===== config.mk =====
export PLATFORM = sky130hd
export DESIGN_NAME = pacer_top
export DESIGN_NICKNAME = d
export VERILOG_FILES = /design/src/rtl/pacer_pkg.sv /design/src/rtl/pacer_fifo.sv /design/src/rtl/pacer_datapath.sv /design/src/rtl/pacer_ctrl.sv /design/src/rtl/pacer_top.sv
export SDC_FILE = /design/constraint.sdc
export NUM_CORES = 1
export LEC_CHECK = 0
export ABC_AREA = 1
export CAP_MARGIN = 0
export CORE_MARGIN = 2
export CORE_UTILIZATION = 30
export CTS_CLUSTER_DIAMETER = 80
export DETAILED_ROUTE_END_ITERATION = 8
export SETUP_SLACK_MARGIN = 0.05
export SYNTH_ARGS = -nofsm -noshare
export SYNTH_HDL_FRONTEND = slang
export SYNTH_SLANG_ARGS = --single-unit

===== constraint.sdc =====
create_clock -name clk -period 3.3 [get_ports clk]
set_input_delay 0.33 -clock clk [delete_from_list [all_inputs] [get_ports clk]]
set_output_delay 0.33 -clock clk [all_outputs]
set_load 0.01 [all_outputs]

===== src/rtl/pacer_pkg.sv =====
package pacer_pkg;
  // Widest port index the strobe struct can carry (up to 8 ports).
  localparam int PORT_IDX_W = 3;

  typedef struct packed {
    logic                  fire;      // a request leaves this cycle
    logic [PORT_IDX_W-1:0] grantIdx;  // port currently selected
  } pacer_strobe_t;
endpackage


===== src/rtl/pacer_fifo.sv =====
module pacer_fifo #(
  parameter int W     = 18,
  parameter int DEPTH = 4,
  localparam int AW   = (DEPTH > 1) ? $clog2(DEPTH) : 1
) (
  input  logic         clk,
  input  logic         rstN,
  input  logic         push,
  input  logic [W-1:0] din,
  input  logic         pop,
  output logic [W-1:0] dout,
  output logic         full,
  output logic         notEmpty
);
  logic [W-1:0] mem [DEPTH];
  logic [AW-1:0] wrPtr, rdPtr;
  logic [AW:0]   fill;
  logic doPush, doPop;

  assign full     = (fill == (AW+1)'(DEPTH));
  assign notEmpty = (fill != '0);
  assign doPush   = push && !full;
  assign doPop    = pop && notEmpty;
  assign dout     = mem[rdPtr];

  always_ff @(posedge clk) begin
    if (!rstN) begin
      wrPtr <= '0;
      rdPtr <= '0;
      fill  <= '0;
    end else begin
      if (doPush) begin
        mem[wrPtr] <= din;
        wrPtr <= (wrPtr == AW'(DEPTH-1)) ? '0 : wrPtr + 1'b1;
      end
      if (doPop) rdPtr <= (rdPtr == AW'(DEPTH-1)) ? '0 : rdPtr + 1'b1;
      if (doPush && !doPop) fill <= fill + 1'b1;
      else if (doPop && !doPush) fill <= fill - 1'b1;
    end
  end
endmodule


===== src/rtl/pacer_datapath.sv =====
module pacer_datapath
  import pacer_pkg::*;
#(
  parameter int NUM_PORTS = 4,
  parameter int TAG_W     = 5,
  parameter int LEN_W     = 13,
  parameter int CNT_W     = 4,
  parameter int DEPTH     = 4,
  parameter int DEF_LIMIT = 0,
  localparam int PW       = (NUM_PORTS > 1) ? $clog2(NUM_PORTS) : 1,
  localparam int EW       = TAG_W + LEN_W
) (
  input  logic                       clk,
  input  logic                       rstN,
  input  logic [NUM_PORTS-1:0]       reqValid,
  output logic [NUM_PORTS-1:0]       reqReady,
  input  logic [NUM_PORTS*TAG_W-1:0] reqTag,
  input  logic [NUM_PORTS*LEN_W-1:0] reqLen,
  input  logic                       cfgWrEn,
  input  logic [PW-1:0]              cfgWrPort,
  input  logic [CNT_W-1:0]           cfgWrLimit,
  input  logic                       cplValid,
  input  logic [PW-1:0]              cplPort,
  input  pacer_strobe_t              strobe,
  output logic [NUM_PORTS-1:0]       headValid,
  output logic [NUM_PORTS-1:0]       atCap,
  output logic [TAG_W-1:0]           upTag,
  output logic [LEN_W-1:0]           upLen,
  output logic                       errSticky
);
  localparam logic [CNT_W-1:0] CNT_MAX = '1;

  logic [NUM_PORTS-1:0][EW-1:0]    headData;
  logic [NUM_PORTS-1:0][CNT_W-1:0] cntVec;
  logic [NUM_PORTS-1:0]            cntZero;
  logic                            zeroHit;

  for (genvar i = 0; i < NUM_PORTS; i++) begin : g_port
    logic             full, pushI, popI, incHit, decHit;
    logic [EW-1:0]    dout;
    logic [CNT_W-1:0] cntQ, limitQ;

    assign pushI  = reqValid[i] && !full;
    assign popI   = strobe.fire && (strobe.grantIdx == PORT_IDX_W'(i));
    assign incHit = popI;
    assign decHit = cplValid && (cplPort == PW'(i)) && (cntQ != '0);

    pacer_fifo #(.W(EW), .DEPTH(DEPTH)) u_fifo (
      .clk      (clk),
      .rstN     (rstN),
      .push     (pushI),
      .din      ({reqTag[i*TAG_W +: TAG_W], reqLen[i*LEN_W +: LEN_W]}),
      .pop      (popI),
      .dout     (dout),
      .full     (full),
      .notEmpty (headValid[i])
    );

    always_ff @(posedge clk) begin
      if (!rstN) begin
        cntQ   <= '0;
        limitQ <= CNT_W'(DEF_LIMIT);
      end else begin
        if (incHit && !decHit)      cntQ <= (cntQ == CNT_MAX) ? cntQ : cntQ + 1'b1;
        else if (decHit && !incHit) cntQ <= cntQ - 1'b1;
        if (cfgWrEn && (cfgWrPort == PW'(i))) limitQ <= cfgWrLimit;
      end
    end

    assign reqReady[i] = !full;
    assign headData[i] = dout;
    assign cntVec[i]   = cntQ;
    assign cntZero[i]  = (cntQ == '0);
    assign atCap[i]    = (limitQ != '0) && (cntQ >= limitQ);
  end

  always_comb begin
    upTag   = '0;
    upLen   = '0;
    zeroHit = 1'b0;
    for (int i = 0; i < NUM_PORTS; i++) begin
      if (strobe.grantIdx == PORT_IDX_W'(i)) {upTag, upLen} = headData[i];
      if (cplPort == PW'(i)) zeroHit = cntZero[i];
    end
  end

  always_ff @(posedge clk) begin
    if (!rstN) errSticky <= 1'b0;
    else if (cplValid && zeroHit) errSticky <= 1'b1;
  end
endmodule


===== src/rtl/pacer_ctrl.sv =====
module pacer_ctrl
  import pacer_pkg::*;
#(
  parameter int NUM_PORTS = 4
) (
  input  logic                 clk,
  input  logic                 rstN,
  input  logic [NUM_PORTS-1:0] headValid,
  input  logic [NUM_PORTS-1:0] atCap,
  input  logic                 upReady,
  output pacer_strobe_t        strobe,
  output logic                 upValid
);
  logic [NUM_PORTS-1:0]  elig;
  logic [PORT_IDX_W-1:0] lastGrant, pick;
  logic                  found;

  assign elig = headValid & ~atCap;

  always_comb begin
    found = 1'b0;
    pick  = '0;
    for (int k = 1; k <= NUM_PORTS; k++) begin
      if (!found && elig[(int'(lastGrant) + k) % NUM_PORTS]) begin
        found = 1'b1;
        pick  = PORT_IDX_W'((int'(lastGrant) + k) % NUM_PORTS);
      end
    end
  end

  assign upValid         = found;
  assign strobe.fire     = found && upReady;
  assign strobe.grantIdx = pick;

  always_ff @(posedge clk) begin
    if (!rstN) lastGrant <= PORT_IDX_W'(NUM_PORTS - 1);
    else if (strobe.fire) lastGrant <= pick;
  end
endmodule


===== src/rtl/pacer_top.sv =====
module pacer_top
  import pacer_pkg::*;
#(
  parameter int NUM_PORTS = 4,
  parameter int TAG_W     = 5,
  parameter int LEN_W     = 13,
  parameter int CNT_W     = 4,
  parameter int DEPTH     = 4,
  parameter int DEF_LIMIT = 0,
  localparam int PW       = (NUM_PORTS > 1) ? $clog2(NUM_PORTS) : 1
) (
  input  logic                       clk,
  input  logic                       rstN,
  input  logic [NUM_PORTS-1:0]       reqValid,
  output logic [NUM_PORTS-1:0]       reqReady,
  input  logic [NUM_PORTS*TAG_W-1:0] reqTag,
  input  logic [NUM_PORTS*LEN_W-1:0] reqLen,
  input  logic                       cfgWrEn,
  input  logic [PW-1:0]              cfgWrPort,
  input  logic [CNT_W-1:0]           cfgWrLimit,
  input  logic                       cplValid,
  input  logic [PW-1:0]              cplPort,
  output logic                       upValid,
  input  logic                       upReady,
  output logic [PW-1:0]              upPort,
  output logic [TAG_W-1:0]           upTag,
  output logic [LEN_W-1:0]           upLen,
  output logic                       errSticky
);
  pacer_strobe_t        strobe;
  logic [NUM_PORTS-1:0] headValid, atCap;

  pacer_ctrl #(.NUM_PORTS(NUM_PORTS)) u_ctrl (
    .clk       (clk),
    .rstN      (rstN),
    .headValid (headValid),
    .atCap     (atCap),
    .upReady   (upReady),
    .strobe    (strobe),
    .upValid   (upValid)
  );

  pacer_datapath #(
    .NUM_PORTS (NUM_PORTS),
    .TAG_W     (TAG_W),
    .LEN_W     (LEN_W),
    .CNT_W     (CNT_W),
    .DEPTH     (DEPTH),
    .DEF_LIMIT (DEF_LIMIT)
  ) u_dp (
    .clk        (clk),
    .rstN       (rstN),
    .reqValid   (reqValid),
    .reqReady   (reqReady),
    .reqTag     (reqTag),
    .reqLen     (reqLen),
    .cfgWrEn    (cfgWrEn),
    .cfgWrPort  (cfgWrPort),
    .cfgWrLimit (cfgWrLimit),
    .cplValid   (cplValid),
    .cplPort    (cplPort),
    .strobe     (strobe),
    .headValid  (headValid),
    .atCap      (atCap),
    .upTag      (upTag),
    .upLen      (upLen),
    .errSticky  (errSticky)
  );

  assign upPort = strobe.grantIdx[PW-1:0];
endmodule


# Word level (Yosys, flattened, before mapping)
# Memory sizes are Yosys's and may differ from the RTL's. A register that Yosys moved wholly into a read port is not among the register bits.
# Cells that the tools add are included.
[word_totals]
register_bits = 63
mem_count = 4
in_bits = 89
out_inout_bits = 26
ramBits = 288
[classes]
order_cmp = 8
n_reduce_logical = 111
n_eq_ne = 29
add_sub_neg = 28
n_mux = 80
bitwise_logic = 6
[memory_table]
columns = ["memory", "depth", "word_bits", "read_ports", "rd_clocked_by_memory_dff", "wr", "line", "rtl"]
rows = [
  ["u_dp.g_port[0].u_fifo.mem", 4, 18, 1, 1, 1, "pacer_fifo.sv:15", "logic [W-1:0] mem [DEPTH];"],
  ["u_dp.g_port[1].u_fifo.mem", 4, 18, 1, 1, 1, "pacer_fifo.sv:15", ""],
  ["u_dp.g_port[2].u_fifo.mem", 4, 18, 1, 1, 1, "pacer_fifo.sv:15", ""],
  ["u_dp.g_port[3].u_fifo.mem", 4, 18, 1, 1, 1, "pacer_fifo.sv:15", ""],
]
[ops]
columns = ["op", "n"]
rows = [
  ["logical AND 1 bit", 53],
  ["two-way mux 13 bit", 4],
  ["two-way mux 4 bit", 12],
  ["two-way mux 3 bit", 12],
  ["two-way mux 2 bit", 16],
  ["nonzero test 4 bit", 8],
  ["two-way mux 1 bit", 28],
  ["== test 2 bit (second input constant)", 12],
  ["zero test 1 bit", 23],
  ["adder 2 x 1 -> 2 bit (second input constant)", 10],
  ["two-way mux 5 bit", 4],
  ["adder 4 x 1 -> 4 bit (second input constant)", 4],
  ["== test 4 bit (second input constant)", 4],
  ["greater-or-equal comparator 4 bit", 4],
  ["zero test 4 bit", 4],
  ["less-than comparator 3 x 4 -> 1 bit (second input constant)", 4],
  ["nonzero test 2 bit", 8],
  ["subtractor 4 x 1 -> 4 bit (second input constant)", 4],
  ["adder 3 x 1 -> 3 bit (second input constant)", 4],
  ["== test 3 bit (second input constant)", 4],
  ["nonzero test 3 bit", 4],
  ["subtractor 3 x 1 -> 3 bit (second input constant)", 4],
  ["binary-select mux 1 bit (select 2 bit)", 4],
  ["inequality test 2 bit (second input constant)", 4],
  ["11 further kinds", 24],
]

# Depth between registers and ports, before layout
[logic_depth]
word_depth = 23
ltp_mapped = 27
depth_no_buf = 27

# Modules after synthesis
# A second synthesis with hierarchy kept.
[hier_totals]
cells_unflattened = 1510
area_unflattened_um2 = 16264.3
[modules_own_cells]
columns = ["mod", "instances", "seq_area_each_um2", "cells_each", "area_each_um2"]
rows = [
  ["pacer_fifo at u_dp.g_port[0].u_fifo ...", 3, 2342.2, 246, 3219.3],
  ["pacer_fifo at u_dp.g_port[1].u_fifo", 1, 2342.2, 246, 3241.9],
  ["pacer_datapath", 1, 660.6, 456, 2914.0],
  ["pacer_ctrl", 1, 40.0, 70, 450.4],
]

# Least setup slack after synthesis
# OpenSTA, ideal clock, no wires.
[synth_timing]
path_type = "register to register"
from = "reg u_dp.g_port[3].cntQ[0]"
to = "reg u_dp.g_port[0].cntQ[3]"
synth_period_minus_slack_ns = 3.086
path_slack_ns = 0.214
setup_ns = 0.115
arrival_ns = 2.971
stages_incl_launch_ff = 23
cell_sequence = "dfxtp_1 inv_1 ha_1 nand4_1 nand3_1 nand2_1 nand3_1 nand3_1 nand2_2 nand3_4 nor2_4 nor2_4 buf_6 nand4_1 ha_1 nand2_1 nand2_1 a31oi_1 inv_1 nand4_1 nand2_1 a21oi_1 nor2_1"
[synth_via]
elab_chain_cells = 23
word_cells_on_any_way = 40
[synth_rtl]
columns = ["item", "line", "rtl"]
rows = [
  ["from (decl)", "pacer_datapath.sv:41", "logic [CNT_W-1:0] cntQ, limitQ;"],
  ["from (signal assigned)", "pacer_datapath.sv:64", "if (incHit && !decHit) cntQ <= (cntQ == CNT_MAX) ? cntQ : cntQ + 1'b1;"],
  ["from (signal assigned)", "pacer_datapath.sv:65", "else if (decHit && !incHit) cntQ <= cntQ - 1'b1;"],
  ["greater-or-equal comparator 4 bit *", "pacer_datapath.sv:74", "assign atCap[i] = (limitQ != '0) && (cntQ >= limitQ);"],
  ["logical AND 1 bit *", "pacer_datapath.sv:74", ""],
  ["NOT 4 bit *", "pacer_ctrl.sv:18", "assign elig = headValid & ~atCap;"],
  ["bitwise AND 4 bit *", "pacer_ctrl.sv:18", ""],
  ["binary-select mux 1 bit (select 2 bit)", "pacer_ctrl.sv:24", "if (!found && elig[(int'(lastGrant) + k) % NUM_PORTS]) begin"],
  ["two-way mux 1 bit (implied by the code) (2 in series)", "pacer_ctrl.sv:24", ""],
  ["two-way mux 1 bit", "pacer_ctrl.sv:24", ""],
  ["zero test 1 bit", "pacer_ctrl.sv:24", ""],
  ["[6 not listed]", "n/a", ""],
  ["logical AND 1 bit", "pacer_ctrl.sv:24", ""],
  ["two-way mux 3 bit or two-way mux 1 bit (tied branches)", "pacer_ctrl.sv:24", ""],
  ["zero test 3 bit or logical AND 1 bit (tied branches)", "pacer_datapath.sv:44, pacer_ctrl.sv:32", ""],
  ["logical AND 1 bit *", "pacer_datapath.sv:44", "assign popI = strobe.fire && (strobe.grantIdx == PORT_IDX_W'(i));"],
  ["zero test 1 bit", "pacer_datapath.sv:65", ""],
  ["logical AND 1 bit", "pacer_datapath.sv:65", ""],
  ["nonzero test 2 bit (no source line)", "n/a", ""],
  ["AND reduction 2 bit (no source line)", "n/a", ""],
  ["to (signal assigned)", "pacer_datapath.sv:64", ""],
  ["to (signal assigned)", "pacer_datapath.sv:65", ""],
  ["to (decl)", "pacer_datapath.sv:41", ""],
]
# Mark *: on every way between the ends. The rest lies on a longest branch, timed or not. The select of a mux whose other input is x is not followed.
# A chain may end at the register's enable or synchronous reset.

# Final worst setup path
[layout_timing]
from = "reg u_ctrl.lastGrant[0]"
to = "out upLen[10]"
[layout_via]
elab_chain_cells = 19
word_cells_on_any_way = 45
[layout_rtl]
columns = ["item", "line", "rtl"]
rows = [
  ["from (decl)", "pacer_ctrl.sv:15", "logic [PORT_IDX_W-1:0] lastGrant, pick;"],
  ["from (signal assigned)", "pacer_ctrl.sv:36", "if (!rstN) lastGrant <= PORT_IDX_W'(NUM_PORTS - 1);"],
  ["from (signal assigned)", "pacer_ctrl.sv:37", "else if (strobe.fire) lastGrant <= pick;"],
  ["adder 2 x 1 -> 2 bit", "pacer_ctrl.sv:24, pacer_ctrl.sv:26", ""],
  ["binary-select mux 1 bit (select 2 bit)", "pacer_ctrl.sv:24", ""],
  ["two-way mux 1 bit (implied by the code) (2 in series)", "pacer_ctrl.sv:24", ""],
  ["two-way mux 1 bit", "pacer_ctrl.sv:24", ""],
  ["zero test 1 bit", "pacer_ctrl.sv:24", ""],
  ["logical AND 1 bit", "pacer_ctrl.sv:24", ""],
  ["two-way mux 1 bit", "pacer_ctrl.sv:24", ""],
  ["zero test 1 bit", "pacer_ctrl.sv:24", ""],
  ["logical AND 1 bit", "pacer_ctrl.sv:24", ""],
  ["two-way mux 1 bit", "pacer_ctrl.sv:24", ""],
  ["zero test 1 bit", "pacer_ctrl.sv:24", ""],
  ["logical AND 1 bit", "pacer_ctrl.sv:24", ""],
  ["two-way mux 3 bit *", "pacer_ctrl.sv:24", ""],
  ["zero test 3 bit", "pacer_datapath.sv:82", "if (strobe.grantIdx == PORT_IDX_W'(i)) {upTag, upLen} = headData[i];"],
  ["two-way mux 13 bit (3 in series)", "pacer_datapath.sv:82", ""],
  ["two-way mux 13 bit *", "pacer_datapath.sv:82", ""],
  ["to (decl)", "pacer_top.sv:27", "output logic [LEN_W-1:0] upLen,"],
]
# Marked as above.

==> summary.txt <==
CTS
  • CTS tree: built
  • Num CTS Buffers: 39
  • Max Root-Sink Buffers: 3
  • Clock Sinks: approximately 360
  • Root Driver: clkbuf_16
  • Worst-Skew Late Latency: approximately 560 ps
  • Clk slew on worst S/H paths: approximately 60 ps
  • Hold Buf Count CTS: 0
  • CTS HTree Levels: 2

Logic synthesis
  • Post-Syn Instances: roughly 1500
  • #FFs+latches synth: roughly 360
  • Fraction of registers with async set/reset: 0%
  • Synth Area per Inst: between 10 and 15 µm²
  • Post-synthesis sequential area ratio: between 60% and 70%
  • Netlist cell types: 42
  • Post-Syn Area: roughly 0.016 mm²
  • Yosys warning count: 0
  • Ys flop type: edfxtp_1
  • Mapped Nets: ~1600
  • EDFF count, synth: around 290

Detailed routing
  • TritonRoute pass-1 iters: 5
  • DR DRC count: 0
  • Starting DRT DRC Count: 665
  • Post-route ant nets: 0
  • DR vias: about 11000
  • WL/cell: 17.7 µm
  • Drt total wl: approximately 43000 µm
  • Vias per cell: ~4.8

Critical path
  • Worst-path fanout max: 7
  • CP Launch Type: flip-flop
  • Worst path arrival time: approximately 3100 ps
  • Worst r2r src: u_ctrl.lastGrant[0]
  • Reg2reg end: u_dp.g_port[0].cntQ[3]
  • Crit path kind: reg2out
  • R2R depth: 20
  • Critical path capture point type: output pin
  • Data required, critical path: ~3000 ps
  • Reg2reg setup slack: -30 ps

Finish
  • Area taken by multi-input logic gates: 0.00577 mm²
  • Synth-to-Final Area Change: 32.2%
  • Final Util: around two fifths
  • Commonest non-fill, non-tap cell in the layout: edfxtp_1
  • Reg area: 0.0101 mm²
  • Layout cells sized above 1: between 20% and 30%
  • Final-stage net count: about 1800
  • Fill cell count: around 5000
  • Commonest non-fill, non-tap cells in the layout: 288 x edfxtp_1, 198 x nand2_1, 144 x inv_1

Floorplan
  • I/O Pins: about 120
  • Core footprint: 0.0523 mm²
  • Die W: between 200 and 250 µm
  • Die H: between 200 and 250 µm
  • Row count: between 80 and 90
  • Starting density of the core: just over 30%
  • Area of the die: 0.0546 mm²

STA
  • Final Hold Fails: 0
  • Fin crit period: ~3400 ps
  • Max Freq: between 0.2 and 0.3 GHz
  • Rel. slew slack: around half
  • Slew @ Worst Pin: 720 ps
  • Final worst slack: -135 ps
  • Pins Over Slew Limit: 0
  • Final period utilization: 104%
  • Worst Skew: roughly 15 ps
  • Unrepaired setup endpoints after global routing: true
  • Setup violations, final: 20

Place
  • Post-Place Worst Slack: -205 ps
  • Port Buf Inserts: approximately 110
  • Final HPWL DP: around 29000 µm
  • GPL Wtd Cong: a little under 0.9

Run status
  • Failing checks: setup timing
  • Status: finished with violations

Power
  • Max VDD drop: about 0.00045 V
  • Leak Pwr: about 0.0079 µW
  • PD cells: 960 mW/mm²

Global routing
  • Met2 Use GR: 25.7%
  • Met1 Use GR: 19.0%
  • GRT busiest layer: met2
  • Largest net degree at the start of global routing: between 50 and 60
  • First-pass GRT wire length: ~63000 µm
  • Overflow after GRT: 0
  • Gr usage total: 15.2%
  • Initial antenna violation count: 5
  • Global-route met3 utilization: under 10%
  • Vias in the first global route: approximately 11000

Worst hold path
  • Hold path endpoint: u_dp.g_port[0].u_fifo.fill[1]
  • Hold WC Path Type: in2reg
  • Hold depth: 3
  • HP Start: rstN

Run
  • Total of max-cap violations: 0
==> Yosys cell counts (4+ instances only) <==
library cell | count | area [µm²]
nor2_1 | 85 | 319
edfxtp_1 | 288 | 8650
o2111ai_2 | 10 | 150
ha_1 | 48 | 601
nand2_2 | 10 | 62.6
nor2_4 | 6 | 67.6
nand2_1 | 225 | 845
nor3_1 | 6 | 30.0
inv_1 | 160 | 601
clkbuf_1 | 42 | 158
dfxtp_1 | 71 | 1420
a32o_1 | 11 | 110
nand3_1 | 138 | 691
a31oi_1 | 4 | 25.0
fa_1 | 8 | 160
o21ai_0 | 128 | 641
nand2_4 | 4 | 45.0
a21oi_1 | 128 | 641
clkinv_1 | 5 | 18.8
inv_2 | 7 | 26.3
o22ai_1 | 8 | 50.1
nand4_1 | 23 | 144
==> report_power, final <==
part	switching (µW)	leakage (µW)	total, µW	internal (µW)
clock network	1770	0.000614	4310	2540
logic	5790	0.00413	10200	4440
registers	225	0.00320	5550	5320
total	7780	0.00794	20100	12300
==> cells by family (layout without fill, tap and decap cells) <==
family / count (synthesis) / count (layout) / synth area share [%]
xor gates and xnor gates: 3 / 3 / 0.166
adders and majority gates: 56 / 56 / 4.81
and+or+nand+nor: 509 / 509 / 14.9
AOI/OAI and AO/OA: 300 / 300 / 10.9
other: 0 / 3 / 0
DFF: 359 / 359 / 63.7
buffers and inverters: 226 / 490 / 5.60
==> sequential cells by signal (all words and copies together), names as in the netlist, named ones only <==
register and flops:
u_dp.g_port.u_fifo.mem 288, u_dp.errSticky 1, u_dp.g_port.u_fifo.fill 12, u_ctrl.lastGrant 2, u_dp.g_port.cntQ 16, u_dp.g_port.u_fifo.rdPtr 8, u_dp.g_port.limitQ 16, u_dp.g_port.u_fifo.wrPtr 8
==> per-layer routing <==
metal  up-vias  routed length (µm)
met4         6                1150
met1      5478               18000
met2       301               20600
met5         -                  36
met3        72                2790
li1       5581                   -
==> metrics by stage <==
step | std cells | instance area [µm²] | hold WS (ps) | setup TNS (ps) | total power [µW]
4_1_cts | 2391 | 20300 | 303 | -1530 | 19200
5_1_grt | 2405 | 20900 | 355 | -4740 | 21200
2_1_floorplan | 1453 | 15800 | 429 | 0 | 9930
3_3_place_gp | 2307 | 18400 | 471 | -1270 | 13600
3_5_place_dp | 2307 | 18400 | 486 | -2780 | 13700
6_report | 2408 | 20900 | 306 | -1640 | 20100
==> what timing repair did <==
action | in CTS | in global routing
gates resized for setup | 195 | 116
buffers inserted | 12 | 14
pin swaps | 56 | 47
gates cloned | 2 | 0
endpoints found under the setup margin | 35 | 39
==> final cells by class <==
cell class / instances / share of cell area [%]
sequential: 359 / 48.3
multi-input combinational: 868 / 27.6
tap: 688 / 4.12
inverter: 172 / 3.16
antenna: 3 / 0.0359
clock buffer: 51 / 5.12
timing repair buffer: 248 / 10.8
clock inverter: 19 / 0.927
==> worst max-delay path: stages, from the launching register on <==
cell and delay, ps:
dfxtp_2 410, inv_2 270, nor2_2 80, nor2_4 250, inv_2 110, nand3_4 110, nand2_4 80, buf_6 130
nand4_1 80, nand3_2 150, nor2_4 210, buf_12 160, buf_12 130, nand3_2 80, nand4_1 140, buf_2 160
==> worst max-delay path by stage <==
stage | start | to | slack, ps | depth (start not counted)
finish | u_ctrl.lastGrant[0] | upLen[10] | -140 | 15
floorplan | u_dp.g_port[3].cntQ[0] | u_dp.g_port[0].cntQ[3] | 210 | 22
global placement | u_dp.g_port[1].limitQ[3] | u_dp.g_port[2].cntQ[3] | -120 | 26
CTS | u_dp.g_port[2].limitQ[3] | upTag[3] | -120 | 20
global route | u_ctrl.lastGrant[0] | u_dp.g_port[0].cntQ[3] | -250 | 20
detailed placement | u_dp.g_port[0].limitQ[3] | upTag[3] | -200 | 16
No activity file was read; power rests on OpenSTA's default activity.
